[config.mk]
export PLATFORM = sky130hd
export DESIGN_NAME = dbg_watch_unit
export DESIGN_NICKNAME = d
export VERILOG_FILES = /design/src/rtl/dbgw_pkg.sv /design/src/rtl/dbgw_cmp.sv /design/src/rtl/dbgw_evcnt.sv /design/src/rtl/dbg_watch_unit.sv
export SDC_FILE = /design/constraint.sdc
export NUM_CORES = 1
export LEC_CHECK = 0
export BUFFER_PORTS_ARGS = -buffer_cell sky130_fd_sc_hd__buf_2
export CAP_MARGIN = 30
export CORE_ASPECT_RATIO = 0.75
export CORE_MARGIN = 2
export CORE_UTILIZATION = 45
export DETAILED_ROUTE_END_ITERATION = 8
export PLACE_DENSITY_LB_ADDON = 0.05
export SYNTH_ARGS = -nofsm -noshare
export SYNTH_HDL_FRONTEND = slang
export SYNTH_HIERARCHICAL = 1
export SYNTH_SLANG_ARGS = --single-unit
[constraint.sdc]
create_clock -name clk -period 3.67 [get_ports clk]
set_input_delay 0.5505 -clock clk [delete_from_list [all_inputs] [get_ports clk]]
set_output_delay 0.5505 -clock clk [all_outputs]
set_load 0.005 [all_outputs]
[src/rtl/dbgw_pkg.sv]
// Package dbgw_pkg
// Shared types and structural counts for the debug watchpoint unit.
// Assumes the fixed split of comparators: fetch, then data address,
// then data value.
package dbgw_pkg;

    typedef enum logic [1:0] {
        CND_EQ = 2'b00,
        CND_NE = 2'b01,
        CND_GT = 2'b10,
        CND_LT = 2'b11
    } cond_e;

    localparam int unsigned NUM_IWP  = 4;
    localparam int unsigned NUM_LSWP = 2;
    localparam int unsigned NUM_WP   = NUM_IWP + NUM_LSWP;
    localparam int unsigned NUM_CMP  = NUM_IWP + 2 * NUM_LSWP;
    localparam int unsigned NUM_CNT  = 2;
    localparam int unsigned SEL_W    = 3;

endpackage

[src/rtl/dbgw_cmp.sv]
// Module dbgw_cmp
// One comparator. It compares a bus value against a reference under a
// two-bit condition and reports a hit only when the bus strobe is valid.
// Assumes unsigned operands of equal width.
module dbgw_cmp
    import dbgw_pkg::*;
#(
    parameter int W = 32
) (
    input  logic         valid,
    input  logic [W-1:0] bus_val,
    input  logic [W-1:0] ref_val,
    input  cond_e        cond,
    output logic         hit
);

    logic raw;

    // Evaluate the selected condition on the unqualified operands.
    always_comb begin
        unique case (cond)
            CND_EQ:  raw = (bus_val == ref_val);
            CND_NE:  raw = (bus_val != ref_val);
            CND_GT:  raw = (bus_val >  ref_val);
            default: raw = (bus_val <  ref_val);
        endcase
    end

    // Qualify with the bus strobe so idle cycles never match.
    always_comb hit = valid & raw;

endmodule

[src/rtl/dbgw_evcnt.sv]
// Module dbgw_evcnt
// One breakpoint event counter. It is loaded with a count and a
// watchpoint select. It decrements on each selected watchpoint and pulses
// fire for one cycle on reaching zero, then stays idle until reloaded.
// Select values of NWP and above never count.
module dbgw_evcnt #(
    parameter int CW  = 16,
    parameter int NWP = 6,
    parameter int SW  = 3
) (
    input  logic           clk,
    input  logic           rst_n,
    input  logic           load,
    input  logic [CW-1:0]  load_cnt,
    input  logic [SW-1:0]  load_sel,
    input  logic [NWP-1:0] wp,
    output logic           fire
);

    logic [CW-1:0] cnt;
    logic [SW-1:0] sel;
    logic          ev;

    // Pick the selected watchpoint; out-of-range selects give no event.
    always_comb begin
        ev = 1'b0;
        for (int i = 0; i < NWP; i++) begin
            if (sel == SW'(i)) ev = wp[i];
        end
    end

    // Load, count down on events, and flag the step that reaches zero.
    always_ff @(posedge clk) begin
        if (!rst_n) begin
            cnt  <= '0;
            sel  <= '0;
            fire <= 1'b0;
        end else if (load) begin
            cnt  <= load_cnt;
            sel  <= load_sel;
            fire <= 1'b0;
        end else if (ev && cnt != '0) begin
            cnt  <= cnt - 1'b1;
            fire <= (cnt == CW'(1));
        end else begin
            fire <= 1'b0;
        end
    end

    AST_FIRE_SINGLE: assert property (@(posedge clk) disable iff (!rst_n)
        fire |=> !fire);
    AST_FIRE_FROM_ONE: assert property (@(posedge clk) disable iff (!rst_n)
        $rose(fire) |-> $past(cnt) == CW'(1));
    AST_ZERO_STAYS: assert property (@(posedge clk) disable iff (!rst_n)
        (cnt == '0 && !load) |=> cnt == '0);

endmodule

[src/rtl/dbg_watch_unit.sv]
// Module dbg_watch_unit
// Top of the debug watchpoint unit. It holds the software-written
// settings, instantiates the eight comparators, and forms the six
// registered watchpoints. It also holds the two event counters that
// drive the breakpoint request.
// Assumes W >= CW + SEL_W so a counter word fits in one register write.
module dbg_watch_unit
    import dbgw_pkg::*;
#(
    parameter int W      = 32,
    parameter int CW     = 16,
    parameter int CFG_AW = 4
) (
    input  logic              clk,
    input  logic              rst_n,
    input  logic              cfg_we,
    input  logic [CFG_AW-1:0] cfg_addr,
    input  logic [W-1:0]      cfg_wdata,
    input  logic              if_valid,
    input  logic [W-1:0]      if_addr,
    input  logic              da_valid,
    input  logic [W-1:0]      da_addr,
    input  logic [W-1:0]      da_data,
    output logic [NUM_WP-1:0] wp_out,
    output logic              brk_req
);

    localparam int A_COND = NUM_CMP;
    localparam int A_DVEN = NUM_CMP + 1;
    localparam int A_CNT0 = NUM_CMP + 2;
    localparam int CND_W  = 2 * NUM_CMP;

    logic [W-1:0]        cmp_val [NUM_CMP];
    logic [CND_W-1:0]    cond_bits;
    logic [NUM_LSWP-1:0] dv_en;
    logic [NUM_CMP-1:0]  cmp_hit;
    logic [NUM_LSWP-1:0] ls_hit;
    logic [NUM_CNT-1:0]  fire;

    // Register write port for reference values, conditions and enables.
    always_ff @(posedge clk) begin
        if (!rst_n) begin
            for (int k = 0; k < NUM_CMP; k++) cmp_val[k] <= '0;
            cond_bits <= '0;
            dv_en     <= '0;
        end else if (cfg_we) begin
            for (int k = 0; k < NUM_CMP; k++) begin
                if (cfg_addr == CFG_AW'(k)) cmp_val[k] <= cfg_wdata;
            end
            if (cfg_addr == CFG_AW'(A_COND)) cond_bits <= cfg_wdata[CND_W-1:0];
            if (cfg_addr == CFG_AW'(A_DVEN)) dv_en     <= cfg_wdata[NUM_LSWP-1:0];
        end
    end

    // Comparator bank: operand source chosen by comparator position.
    for (genvar k = 0; k < NUM_CMP; k++) begin : g_cmp
        logic         v;
        logic [W-1:0] b;
        if (k < NUM_IWP) begin : g_fetch
            always_comb begin
                v = if_valid;
                b = if_addr;
            end
        end else if (k < NUM_IWP + NUM_LSWP) begin : g_daddr
            always_comb begin
                v = da_valid;
                b = da_addr;
            end
        end else begin : g_dval
            always_comb begin
                v = da_valid;
                b = da_data;
            end
        end
        dbgw_cmp #(.W(W)) i_cmp (
            .valid   (v),
            .bus_val (b),
            .ref_val (cmp_val[k]),
            .cond    (cond_e'(cond_bits[2*k +: 2])),
            .hit     (cmp_hit[k])
        );
    end

    // Load/store watchpoints: address match, optionally ANDed with data.
    for (genvar j = 0; j < NUM_LSWP; j++) begin : g_ls
        always_comb ls_hit[j] = cmp_hit[NUM_IWP + j] &
                                (~dv_en[j] | cmp_hit[NUM_IWP + NUM_LSWP + j]);
    end

    // Register the six watchpoint outputs.
    always_ff @(posedge clk) begin
        if (!rst_n) wp_out <= '0;
        else        wp_out <= {ls_hit, cmp_hit[NUM_IWP-1:0]};
    end

    // Event counters, each loaded from its own register address.
    for (genvar c = 0; c < NUM_CNT; c++) begin : g_cnt
        dbgw_evcnt #(.CW(CW), .NWP(NUM_WP), .SW(SEL_W)) i_cnt (
            .clk      (clk),
            .rst_n    (rst_n),
            .load     (cfg_we && cfg_addr == CFG_AW'(A_CNT0 + c)),
            .load_cnt (cfg_wdata[CW-1:0]),
            .load_sel (cfg_wdata[CW +: SEL_W]),
            .wp       (wp_out),
            .fire     (fire[c])
        );
    end

    // Any counter reaching zero requests a breakpoint.
    always_comb brk_req = |fire;

    AST_IWP_NEEDS_FETCH: assert property (@(posedge clk) disable iff (!rst_n)
        (|wp_out[NUM_IWP-1:0]) |-> $past(if_valid));
    AST_LSWP_NEEDS_ACCESS: assert property (@(posedge clk) disable iff (!rst_n)
        (|wp_out[NUM_WP-1:NUM_IWP]) |-> $past(da_valid));
    AST_LS_NEEDS_ADDR: assert property (@(posedge clk) disable iff (!rst_n)
        wp_out[NUM_IWP] |-> $past(cmp_hit[NUM_IWP]));
    AST_EQ_EXACT: assert property (@(posedge clk) disable iff (!rst_n)
        (wp_out[0] && $past(cond_bits[1:0]) == 2'b00)
            |-> $past(if_addr) == $past(cmp_val[0]));

endmodule

==> results.cfg <==
[drt]
routed_wl_mm = 54.44
drtIter0Drc = 956
dr.pass1.iters = 4
route.detailed.drc = 0
post_drt_wl_per_cell_microns = 20.77
drtAntennaViolNets = 0
vias = 14170
via_per_inst = 5.408

[yosys]
async_reset_ff_share_pct = 0
synth_seq_cells = 320
synth_nets = 2262
synth-edff-count = 256
postSynth.topFlopCell = edfxtp_1
seq_area_frac_synth_pct = 47.12
avgSynthCellArea_sq_um = 10.22
synthTopCellsByArea = edfxtp_1, ha_1, dfxtp_1
yosysTopAreaCellShare_pct = 40.39
syn_inst = 1863
synth_area_sq_mm = 0.01903
yosys_warnings = 6
synth.largest_area_cell = edfxtp_1
synthDistinctLibCells = 56

[global_routing]
grt-ovfl-total = 0
grt_first_pass_wirelength_mm = 81.98
grt_max_degree = 80
grt_pass1_vias = 13990
antenna_found_initial = 6
grt_use_total_pct = 25.06

[critical_path]
path_class = reg -> reg
cpPeakStageDelay_ps = 360
worstPathMaxFanout = 3
reg2regPathDepth = 10
worstPathRequired_ps = 4090
startpoint_type = register
worst_path_max_delay_cell = edfxtp_1
end_kind = register
critPathMostFrequentCell = inv_1
cp.arrival_ps = 3000
crit_chain = inv_1 -> ha_1 -> nand4_1 -> nor3_1 -> a221o_1 -> a211o_1 -> o32a_1 -> a21boi_1 -> inv_1 -> a21oi_1

[placement]
dp_hpwl_mm = 40.46
io_buffer_count = 143
globalplace.congestion = 0.9101

[pwr]
power.density_mw_per_mm2 = 417.5
internal-power_mw = 6.639
clkPwrFrac_pct = 39.2
p_switching_mw = 2.374
power.static_leakage_nw = 9.568
vdd_drop_max_v = 0.0002346
comb_power_share_pct = 14.2
p_seq_share_pct = 46.5
switching_share_pct = 26.34

[clock_network]
clock_path_buffers = 3
root_buffer = clkbuf_16
cts_made_buffers = 37
hold_buffers = 0
htree_levels = 2
clock_latency_ps = 530
cts_sinks = 320
post_cts_resized = 0
cts_tree = yes
clkTransAtPathRegs_ps = 60
postCtsSetupBuffers = 0

[timing]
max_freq_mhz = 387.8
setup_violations = 0
finalCriticalPeriod_ps = 2578
holdWs_ps = 332.5
maxSlewHeadroom_pct = 39.57
tightest_slew_ps = 883.6
setup_tns_ps = 0
rsz0062_at_grt = no
skew_ps = 13.87
slew_viol_final = 0
hold_viol = 0
fin_crit_sh_pct = 70.25

[floorplanning]
placementRows = 65
start_util_pct = 45.44
core-area_sq_mm = 0.04188
die_w_microns = 241.5
die_h_microns = 182.1
dieArea_sq_mm = 0.04397
pin_count = 144

[cells_and_area]
final_layout_size_suffix_gt1_share_pct = 13.48
final_common_cell = inv_1
nFillCells = 3904
syn_to_final_growth_pct = 13.42
fin_nets = 2423
final_cell_mix = inv_1, ha_1, edfxtp_1

[worst_hold_path]
hp-class = in -> reg
whs_path_depth = 3

[job]
max_cap_violations = 0

[status]
status = finished clean
-- flip-flops by register name (all words and copies together), names as in the netlist --
name	cells
cmp_val	256
g_cnt.i_cnt/cnt	32
cond_bits	16
g_cnt.i_cnt/sel	6
wp_out	6
dv_en	2
g_cnt.i_cnt/fire	2
-- final timing paths --
| path | startpoint | to | slack, ps |
|---|---|---|---|
| max | cmp_val[1][86]$_DFFE_PP_ | wp_out[4]$_SDFF_PN0_ | 1090 |
| min | cfg_wdata[10] | g_cnt[0].i_cnt/cnt[10]$_SDFFE_PN0P_ | 330 |
| max reg2reg | cmp_val[1][86]$_DFFE_PP_ | wp_out[4]$_SDFF_PN0_ | 1090 |
| min reg2reg | dv_en[1]$_SDFFE_PN0P_ | wp_out[5]$_SDFF_PN0_ | 450 |
-- cells in the mapped netlist, types with 11 or more instances --
| master | number |
|---|---|
| ha_1 | 262 |
| a21oi_1 | 102 |
| nor2b_1 | 11 |
| xnor2_1 | 24 |
| nor4_1 | 12 |
| nand2_1 | 117 |
| a21o_1 | 16 |
| a21oi_2 | 24 |
| mux2i_1 | 24 |
| clkbuf_1 | 32 |
| o21ai_0 | 42 |
| a221o_1 | 16 |
| nand3_1 | 39 |
| inv_1 | 310 |
| dfxtp_1 | 64 |
| nor2_1 | 245 |
| nand2b_1 | 15 |
| edfxtp_1 | 256 |
| nand4_1 | 66 |
-- cell type report --
class	instances	area, sq um	area share [%]
Antenna cell	4	10.01	0.04637
Clock inverter	9	90.09	0.4173
Inverter	310	1164	5.390
Clock buffer	54	1020	4.724
Tap cell	569	711.9	3.298
Timing Repair Buffer	166	910.9	4.220
Sequential cell	320	8969	41.55
Multi-Input combinational cell	1189	8712	40.36
-- worst max-delay path, delay by kind of cell, from the launching register on --
kind	cells	cell delay (ps)
buffers and inverters	2	160
AND/OR/NAND/NOR	2	270
adder cells (fa/ha/maj)	1	230
AO/OA/AOI/OAI	5	1450
flip-flops	1	360
-- per-stage QoR --
step	cell area, sq um	setup WS [ps]	util [%]	std cells	power (mW)
6_report	21590	1092	51.54	2621	9.013
2_1_floorplan	19030	42.00	-	1863	5.070
3_3_place_gp	20440	784.2	48.80	2553	5.510
5_1_grt	21580	936.9	51.53	2620	9.412
3_5_place_dp	20440	788.4	48.80	2553	5.545
4_1_cts	21550	1101	51.45	2616	9.078
-- kinds of logic (layout without fill, tap and decap cells) --
family | after synthesis | count (layout) | share of synthesized area [%]
AND/OR/NAND/NOR | 559 | 559 | 13.92
buffers and inverters | 354 | 539 | 7.225
flip-flops | 320 | 320 | 47.12
AO/OA/AOI/OAI | 316 | 316 | 11.79
adder cells (fa/ha/maj) | 262 | 262 | 17.22
multiplexers | 28 | 28 | 1.617
XOR/XNOR | 24 | 24 | 1.104
other | 0 | 4 | 0
-- power by group through the flow --
stage / Clock [mW] / Sequential (mW) / Combinational, mW
after detailed placement: 0 / 4.27 / 1.27
final: 3.54 / 4.19 / 1.28
after global routing: 3.75 / 4.21 / 1.45
after global placement: 0 / 4.27 / 1.24
after CTS: 3.60 / 4.19 / 1.28
after floorplan: 0 / 4.25 / 0.818
-- metal layers --
metal  wire length [microns]  track usage, %
met5                      34               0
met4                    1365           6.765
met2                   23380           38.14
met3                    3765           5.067
met1                   25900           36.27
Note: power is estimated with default switching activity, not from simulation.
